<file path="src/rtl/uart_rx_pkg.sv">
package uart_rx_pkg;

  localparam int FRAME_PAR_EN   = 1;
  localparam int FRAME_PAR_EVEN = 2;
  localparam int FRAME_TWO_STOP = 3;
  localparam int FRAME_FIFO_EN  = 4;
  localparam int FRAME_WLEN_LO  = 5;

  localparam logic [4:0] OFS_DATA   = 5'h00;
  localparam logic [4:0] OFS_STATUS = 5'h10;
  localparam int STATUS_EMPTY_BIT = 4;

  // Stored word; field order fixes the bit positions software decodes.
  typedef struct packed {
    logic       brk;
    logic       ovr;
    logic       par;
    logic       frm;
    logic [7:0] chr;
  } rx_entry_t;

  // Strobes from the bit-timing control to the datapath.
  typedef struct packed {
    logic tick;
    logic frameStart;
    logic dataBit;
    logic parityBit;
    logic stopBit;
    logic lastStop;
    logic lineIdle;
  } rx_strobe_t;

  typedef enum logic [2:0] {
    ST_IDLE, ST_START, ST_DATA, ST_PARITY, ST_STOP, ST_HOLD
  } rx_state_t;

endpackage

</file>
<file path="src/rtl/uart_rx_ctrl.sv">
module uart_rx_ctrl
  import uart_rx_pkg::*;
#(
  parameter int DIV_W = 16
) (
  input  logic             clk,
  input  logic             rstN,
  input  logic             lineIn,
  input  logic [DIV_W-1:0] cfgDivisor,
  input  logic [1:0]       wordSel,
  input  logic             parityEn,
  input  logic             twoStop,
  output rx_strobe_t       strobes
);

  logic [DIV_W-1:0] divCnt;
  logic             tick;
  rx_state_t        state;
  logic [3:0]       sub;
  logic [2:0]       bitIdx;
  logic             stopIdx;
  logic [2:0]       lastBitIdx;

  assign tick       = (divCnt == '0);
  assign lastBitIdx = 3'd4 + {1'b0, wordSel};

  // Oversample tick: one pulse every cfgDivisor+1 clocks.
  always_ff @(posedge clk or negedge rstN) begin
    if (!rstN) divCnt <= '0;
    else       divCnt <= tick ? cfgDivisor : divCnt - 1'b1;
  end

  always_ff @(posedge clk or negedge rstN) begin
    if (!rstN) begin
      state   <= ST_IDLE;
      sub     <= '0;
      bitIdx  <= '0;
      stopIdx <= 1'b0;
    end else if (tick) begin
      case (state)
        ST_IDLE: begin
          if (!lineIn) begin
            state <= ST_START;
            sub   <= '0;
          end
        end
        ST_START: begin
          if (sub == 4'd7) begin
            sub    <= '0;
            bitIdx <= '0;
            state  <= lineIn ? ST_IDLE : ST_DATA;
          end else sub <= sub + 4'd1;
        end
        ST_DATA: begin
          if (sub == 4'd15) begin
            sub <= '0;
            if (bitIdx == lastBitIdx) begin
              stopIdx <= 1'b0;
              state   <= parityEn ? ST_PARITY : ST_STOP;
            end else bitIdx <= bitIdx + 3'd1;
          end else sub <= sub + 4'd1;
        end
        ST_PARITY: begin
          if (sub == 4'd15) begin
            sub     <= '0;
            stopIdx <= 1'b0;
            state   <= ST_STOP;
          end else sub <= sub + 4'd1;
        end
        ST_STOP: begin
          if (sub == 4'd15) begin
            sub <= '0;
            if (twoStop && !stopIdx) stopIdx <= 1'b1;
            else state <= lineIn ? ST_IDLE : ST_HOLD;
          end else sub <= sub + 4'd1;
        end
        ST_HOLD: begin
          if (lineIn) state <= ST_IDLE;
        end
        default: state <= ST_IDLE;
      endcase
    end
  end

  always_comb begin
    strobes            = '0;
    strobes.tick       = tick;
    strobes.lineIdle   = (state == ST_IDLE);
    strobes.frameStart = tick && (state == ST_START) && (sub == 4'd7) && !lineIn;
    strobes.dataBit    = tick && (state == ST_DATA)   && (sub == 4'd15);
    strobes.parityBit  = tick && (state == ST_PARITY) && (sub == 4'd15);
    strobes.stopBit    = tick && (state == ST_STOP)   && (sub == 4'd15);
    strobes.lastStop   = strobes.stopBit && (!twoStop || stopIdx);
  end

endmodule

</file>
<file path="src/rtl/uart_rx_datapath.sv">
module uart_rx_datapath
  import uart_rx_pkg::*;
#(
  parameter int DEPTH        = 16,
  parameter int REQ_LEVEL    = 8,
  parameter int TIMEOUT_BITS = 32
) (
  input  logic       clk,
  input  logic       rstN,
  input  logic       lineIn,
  input  rx_strobe_t strobes,
  input  logic [1:0] wordSel,
  input  logic       parityEven,
  input  logic       fifoEn,
  input  logic       popReq,
  output rx_entry_t  headEntry,
  output logic       fifoEmpty,
  output logic       rxReq,
  output logic       rxTimeout
);

  localparam int AW       = $clog2(DEPTH);
  localparam int CW       = AW + 1;
  localparam int TO_TICKS = TIMEOUT_BITS * 16;
  localparam int TW       = $clog2(TO_TICKS + 1);

  logic [7:0]    shiftReg;
  logic          parAcc, zeroAcc, frmAcc, parErr, lostFlag;
  rx_entry_t     mem [DEPTH];
  logic [AW-1:0] wrPtr, rdPtr;
  logic [CW-1:0] count, depthNow;
  logic [TW-1:0] toCnt;
  logic          push, pop, full, wrOk, stopLowNow;
  rx_entry_t     newEntry;

  // Frame assembly
  always_ff @(posedge clk or negedge rstN) begin
    if (!rstN) begin
      shiftReg <= '0;
      parAcc   <= 1'b0;
      zeroAcc  <= 1'b1;
      frmAcc   <= 1'b0;
      parErr   <= 1'b0;
    end else if (strobes.frameStart) begin
      shiftReg <= '0;
      parAcc   <= 1'b0;
      zeroAcc  <= 1'b1;
      frmAcc   <= 1'b0;
      parErr   <= 1'b0;
    end else if (strobes.dataBit) begin
      shiftReg <= {lineIn, shiftReg[7:1]};
      parAcc   <= parAcc ^ lineIn;
      zeroAcc  <= zeroAcc & ~lineIn;
    end else if (strobes.parityBit) begin
      parErr  <= (parAcc ^ lineIn) ^ ~parityEven;
      zeroAcc <= zeroAcc & ~lineIn;
    end else if (strobes.stopBit) begin
      frmAcc  <= frmAcc | ~lineIn;
      zeroAcc <= zeroAcc & ~lineIn;
    end
  end

  assign stopLowNow   = ~lineIn;
  assign newEntry.chr = shiftReg >> (2'd3 - wordSel);
  assign newEntry.frm = frmAcc | stopLowNow;
  assign newEntry.brk = zeroAcc & stopLowNow;
  assign newEntry.par = parErr & ~(zeroAcc & stopLowNow);
  assign newEntry.ovr = lostFlag;

  // FIFO
  assign depthNow  = fifoEn ? CW'(DEPTH) : CW'(1);
  assign fifoEmpty = (count == '0);
  assign full      = (count >= depthNow);
  assign push      = strobes.lastStop;
  assign pop       = popReq && !fifoEmpty;
  assign wrOk      = push && !full;

  always_ff @(posedge clk) begin
    if (wrOk) mem[wrPtr] <= newEntry;
  end

  always_ff @(posedge clk or negedge rstN) begin
    if (!rstN) begin
      wrPtr    <= '0;
      rdPtr    <= '0;
      count    <= '0;
      lostFlag <= 1'b0;
    end else begin
      if (wrOk) wrPtr <= wrPtr + 1'b1;
      if (pop)  rdPtr <= rdPtr + 1'b1;
      if (wrOk && !pop)      count <= count + 1'b1;
      else if (pop && !wrOk) count <= count - 1'b1;
      if (wrOk)      lostFlag <= 1'b0;
      else if (push) lostFlag <= 1'b1;
    end
  end

  assign headEntry = fifoEmpty ? '0 : mem[rdPtr];
  assign rxReq     = fifoEn ? (count >= CW'(REQ_LEVEL)) : !fifoEmpty;

  // Idle timeout, counted in oversample ticks
  always_ff @(posedge clk or negedge rstN) begin
    if (!rstN) toCnt <= '0;
    else if (!strobes.lineIdle || fifoEmpty || pop) toCnt <= '0;
    else if (strobes.tick && toCnt != TW'(TO_TICKS)) toCnt <= toCnt + 1'b1;
  end

  assign rxTimeout = (toCnt == TW'(TO_TICKS));

  AST_FILL_BOUND: assert property (@(posedge clk) disable iff (!rstN)
    count <= CW'(DEPTH));
  AST_EMPTY_NO_REQ: assert property (@(posedge clk) disable iff (!rstN)
    fifoEmpty |-> !rxReq);
  AST_TIMEOUT_NEEDS_DATA: assert property (@(posedge clk) disable iff (!rstN)
    rxTimeout |-> !fifoEmpty);
  AST_READ_CLEARS_TIMEOUT: assert property (@(posedge clk) disable iff (!rstN)
    pop |=> !rxTimeout);
  AST_FULL_DROPS: assert property (@(posedge clk) disable iff (!rstN)
    (push && full && !pop) |=> (count == $past(count)));
  AST_BREAK_FRAMES: assert property (@(posedge clk) disable iff (!rstN)
    (!fifoEmpty && headEntry.brk) |-> headEntry.frm);

endmodule

</file>
<file path="src/rtl/uart_rx_tagged.sv">
module uart_rx_tagged
  import uart_rx_pkg::*;
#(
  parameter int DIV_W        = 16,
  parameter int FIFO_DEPTH   = 16,
  parameter int REQ_LEVEL    = 8,
  parameter int TIMEOUT_BITS = 32
) (
  input  logic             clk,
  input  logic             rstN,
  input  logic             rxLine,
  input  logic [7:0]       cfgFrame,
  input  logic [DIV_W-1:0] cfgDivisor,
  input  logic             rdEn,
  input  logic [4:0]       rdAddr,
  output logic [15:0]      rdData,
  output logic             rxReq,
  output logic             rxTimeout
);

  logic [1:0] lineSync;
  rx_strobe_t strobes;
  rx_entry_t  headEntry;
  logic       fifoEmpty;

  always_ff @(posedge clk or negedge rstN) begin
    if (!rstN) lineSync <= 2'b11;
    else       lineSync <= {lineSync[0], rxLine};
  end

  uart_rx_ctrl #(.DIV_W(DIV_W)) u_ctrl (
    .clk        (clk),
    .rstN       (rstN),
    .lineIn     (lineSync[1]),
    .cfgDivisor (cfgDivisor),
    .wordSel    (cfgFrame[FRAME_WLEN_LO +: 2]),
    .parityEn   (cfgFrame[FRAME_PAR_EN]),
    .twoStop    (cfgFrame[FRAME_TWO_STOP]),
    .strobes    (strobes)
  );

  uart_rx_datapath #(
    .DEPTH        (FIFO_DEPTH),
    .REQ_LEVEL    (REQ_LEVEL),
    .TIMEOUT_BITS (TIMEOUT_BITS)
  ) u_dp (
    .clk        (clk),
    .rstN       (rstN),
    .lineIn     (lineSync[1]),
    .strobes    (strobes),
    .wordSel    (cfgFrame[FRAME_WLEN_LO +: 2]),
    .parityEven (cfgFrame[FRAME_PAR_EVEN]),
    .fifoEn     (cfgFrame[FRAME_FIFO_EN]),
    .popReq     (rdEn && (rdAddr == OFS_DATA)),
    .headEntry  (headEntry),
    .fifoEmpty  (fifoEmpty),
    .rxReq      (rxReq),
    .rxTimeout  (rxTimeout)
  );

  always_comb begin
    rdData = '0;
    if (rdAddr == OFS_DATA)        rdData = {4'b0, headEntry};
    else if (rdAddr == OFS_STATUS) rdData[STATUS_EMPTY_BIT] = fifoEmpty;
  end

endmodule

</file>
<file path="config.mk">
export PLATFORM = sky130hd
export DESIGN_NAME = uart_rx_tagged
export DESIGN_NICKNAME = d
export VERILOG_FILES = /design/src/rtl/uart_rx_pkg.sv /design/src/rtl/uart_rx_ctrl.sv /design/src/rtl/uart_rx_datapath.sv /design/src/rtl/uart_rx_tagged.sv
export SDC_FILE = /design/constraint.sdc
export NUM_CORES = 1
export LEC_CHECK = 0
export ABC_AREA = 1
export BUFFER_PORTS_ARGS = -buffer_cell sky130_fd_sc_hd__buf_2
export CAP_MARGIN = 30
export CORE_AREA = 2 2 146 148
export DETAILED_ROUTE_END_ITERATION = 10
export DIE_AREA = 0 0 148 150
export PLACE_DENSITY = 0.74
export SYNTH_ARGS = -nofsm -noshare
export SYNTH_HDL_FRONTEND = slang
export SYNTH_SLANG_ARGS = --single-unit
</file>
<file path="constraint.sdc">
create_clock -name clk -period 3 [get_ports clk]
set_input_delay 0.3 -clock clk [delete_from_list [all_inputs] [get_ports clk]]
set_output_delay 0.3 -clock clk [all_outputs]
set_load 0.02 [all_outputs]
</file>
==> flow_metrics.tcl <==
set metrics [dict create \
    outcome "completed" \
    row_count 53 \
    worst_pin_slew_ps 734 \
    syn_to_final_growth_pct 14.9 \
    tns_ps 0 \
    fin_nets 1251 \
    multi_input_area_sq_um 3840 \
    cts_inserted_buffers 26 \
    ff_latch_area_sq_um 7400 \
    finalCritPeriodShare 0.918 \
    ios 51 \
    fin_skew_ps 11.2 \
    clockBufferDepth 3 \
    num_vias 8377 \
    min_path_type "in -> reg" \
    syn_area_sq_um 11600 \
    synthArstFlopShare 0.253 \
    drtIter0Drc 707 \
    drt-wirelength-per-cell_um 17.3 \
    die_area_sq_um 22200 \
    syn_inst 1124 \
    start_util 0.563 \
    insertion_delay_ps 530 \
    drc 0 \
    cts_tree "yes" \
    die-height_um 150 \
    clockPowerShare 0.343 \
    dp.cells 1439 \
    ys_ff_latch 257 \
    wl_met2_mm 12.6 \
    drt_wl_total_mm 25.9 \
    grt_pass1_wl_mm 41.2 \
    end_kind "output port" \
    cts.sinks 257 \
    wl_met3_mm 1.63 \
    via_per_inst 5.60 \
    ys_warn_count 0 \
    maxClockFrequency_mhz 363 \
    layout_min_cycle_time_ps 2760 \
    synth.area.top_cells "edfxtp_1, dfrtp_1, nand2_1" \
    h-tree-depth 1 \
    maxCapViolCount 0 \
    seqPwrFrac 0.420 \
    vdd_drop_max_mv 0.465 \
    ant_nets 0 \
    p_comb_frac 0.237 \
    drive_above_1_share 0.145 \
    fp.dieW_um 148 \
    switchingPower_mw 2.93 \
    port_buffers 44 \
    critPathArrivalTime_ps 2460 \
    drt-met1-wl_mm 11.1 \
    critPathLaunchType "flop" \
    drv_slew 0 \
    cts_root_buffer "clkbuf_16" \
    crit_fanout 46 \
    setup_violations 0 \
    dp_hpwl_mm 15.8 \
    yosys.area.top_type_share 0.495 \
    swShare 0.309 \
    dr.pass1.iters 5 \
    antenna_cells 0 \
    worstSetupPathType "reg -> out" \
    required_ps 2700 \
    hold_violations 0 \
    seq_area_frac_synth 0.635 \
    clk_pin_slew_ps 60 \
    grt_overflow 0 \
    leakagePower_nw 5.10 \
    antenna_found_initial 0 \
    synth-edff-count 192 \
    yosys_most_used_dff "edfxtp_1" \
    power_mw 9.48 \
    max_slew_margin 0.511 \
    fin_cells 1495 \
    grt_max_degree 74 \
    design.core.area_sq_um 20700 \
    synth_cell_type_count 43 \
    n_fill_cell 1568 \
    yosysTopAreaCell "edfxtp_1" \
    power_density_nw_per_um2 708 \
    dr.max_layer_used "met4" \
    avgSynthCellArea_sq_um 10.4 \
    grt_pass1_vias 7982 \
    gp_congestion 0.910 \
    rsz0062_at_grt "false" \
    track_usage 0.236 \
    internal_power_mw 6.55 \
]
cells in the final DEF (no fill, tap or decap), types with 17 or more instances in the layout:
cell | synthesis | routed
nand3_1 | 55 | 55
buf_2 | 13 | 44
nor2_1 | 174 | 174
o22ai_1 | 23 | 23
dfrtp_1 | 62 | 60
a21oi_1 | 26 | 24
clkbuf_16 | 0 | 28
ha_1 | 17 | 17
o211ai_1 | 28 | 28
nand2_1 | 196 | 196
o21ai_0 | 133 | 133
buf_4 | 5 | 38
inv_1 | 60 | 56
edfxtp_1 | 192 | 192
through the flow:
step           hold slack [ps]   util  setup slack (ps)  cell area (sq um)
2_1_floorplan             4.41      -               336              11700
3_3_place_gp               346  0.599               235              12400
3_5_place_dp               347  0.599               186              12400
4_1_cts                   1.28  0.646              54.6              13400
5_1_grt                   24.4  0.647              41.7              13400
6_report                  12.2  0.647               245              13400
cells in the mapped netlist, drive strengths merged, types with 3 or more instances:
| cell type | number |
|---|---|
| nor3 | 29 |
| clkbuf | 26 |
| xor2 | 14 |
| nand2 | 200 |
| o22ai | 23 |
| or2 | 4 |
| o211ai | 28 |
| ha | 17 |
| inv | 63 |
| dfstp | 3 |
| nand4 | 8 |
| edfxtp | 192 |
| a21oi | 26 |
| buf | 24 |
| xnor2 | 7 |
| o21bai | 3 |
| nor2 | 184 |
| o21ai | 136 |
| nand3 | 55 |
| a31oi | 4 |
| mux2i | 7 |
| dfrtp | 62 |
routing by layer:
metal / track usage / vias to the layer above
li1: - / 4059
met2: 0.408 / 301
met5: 0 / -
met3: 0.0287 / 40
met1: 0.323 / 3977
met4: 0.0571 / 0
power groups by stage:
stage	registers [mW]	logic (mW)	clock network [mW]
2_1_floorplan	4.03	1.60	0
3_3_place_gp	4.04	2.16	0
3_5_place_dp	4.05	2.20	0
4_1_cts	3.98	2.23	3.29
5_1_grt	3.99	2.53	3.43
6_report	3.98	2.24	3.25
flip-flops by register name, summed over array words and instances, names as in the netlist, 4 cells and up, named ones only:
signal / flops
u_dp.toCnt: 10
u_dp.wrPtr: 4
u_ctrl.divCnt: 16
u_dp.rdPtr: 4
u_dp.count: 5
u_ctrl.sub: 4
u_dp.shiftReg: 8
u_dp.mem: 192
kinds of logic after synthesis:
family / after synthesis / synth area share
other cells: 1 / 0.000322
flops: 257 / 0.635
compound gates: 222 / 0.106
simple gates: 484 / 0.175
buf+inv: 114 / 0.0412
fa+ha+maj: 18 / 0.0200
mux: 7 / 0.00602
xor+xnor: 21 / 0.0158
worst max-delay path: stages, from the launching register on:
cell and delay, ps:
dfrtp_2 440, inv_2 100, buf_6 310, o21ai_0 150
o22ai_1 160, nand2_1 70, nand2_1 100, nand2_1 80
a21oi_2 270, buf_2 240
path summary, 6_finish.rpt:
| check | end | from | cells past startpoint | slack (ps) |
|---|---|---|---|---|
| worst max-delay path | rdData[11] | u_dp.rdPtr[0] | 9 | 240 |
| worst min-delay path | u_ctrl.divCnt[9] | cfgDivisor[9] | 3 | 10 |
| worst max register to register | u_dp.count[4] | u_ctrl.divCnt[0] | 17 | 250 |
| worst min register to register | lineSync[1] | lineSync[0] | 0 | 360 |
| max in group asynchronous | lineSync[1] | rstN | 3 | 1930 |
| min in group asynchronous | u_dp.toCnt[1] | rstN | 2 | 380 |
layout make-up:
type / count / area share
Tap cell: 275 / 0.0257
Inverter: 64 / 0.0182
Clock inverter: 12 / 0.00926
Multi-Input combinational cell: 756 / 0.287
Sequential cell: 257 / 0.553
Clock buffer: 36 / 0.0561
Timing Repair Buffer: 95 / 0.0502
repair_timing:
| item | 4_1_cts | 5_1_grt |
|---|---|---|
| hold buffers | 8 | 0 |
| endpoints found under the setup margin | 1 | 2 |
| setup buffers | 0 | 0 |
| hold endpoints to repair | 35 | 0 |
| resized for setup | 2 | 7 |
| pin swaps | 0 | 0 |
(Power assumes the default switching activity.)
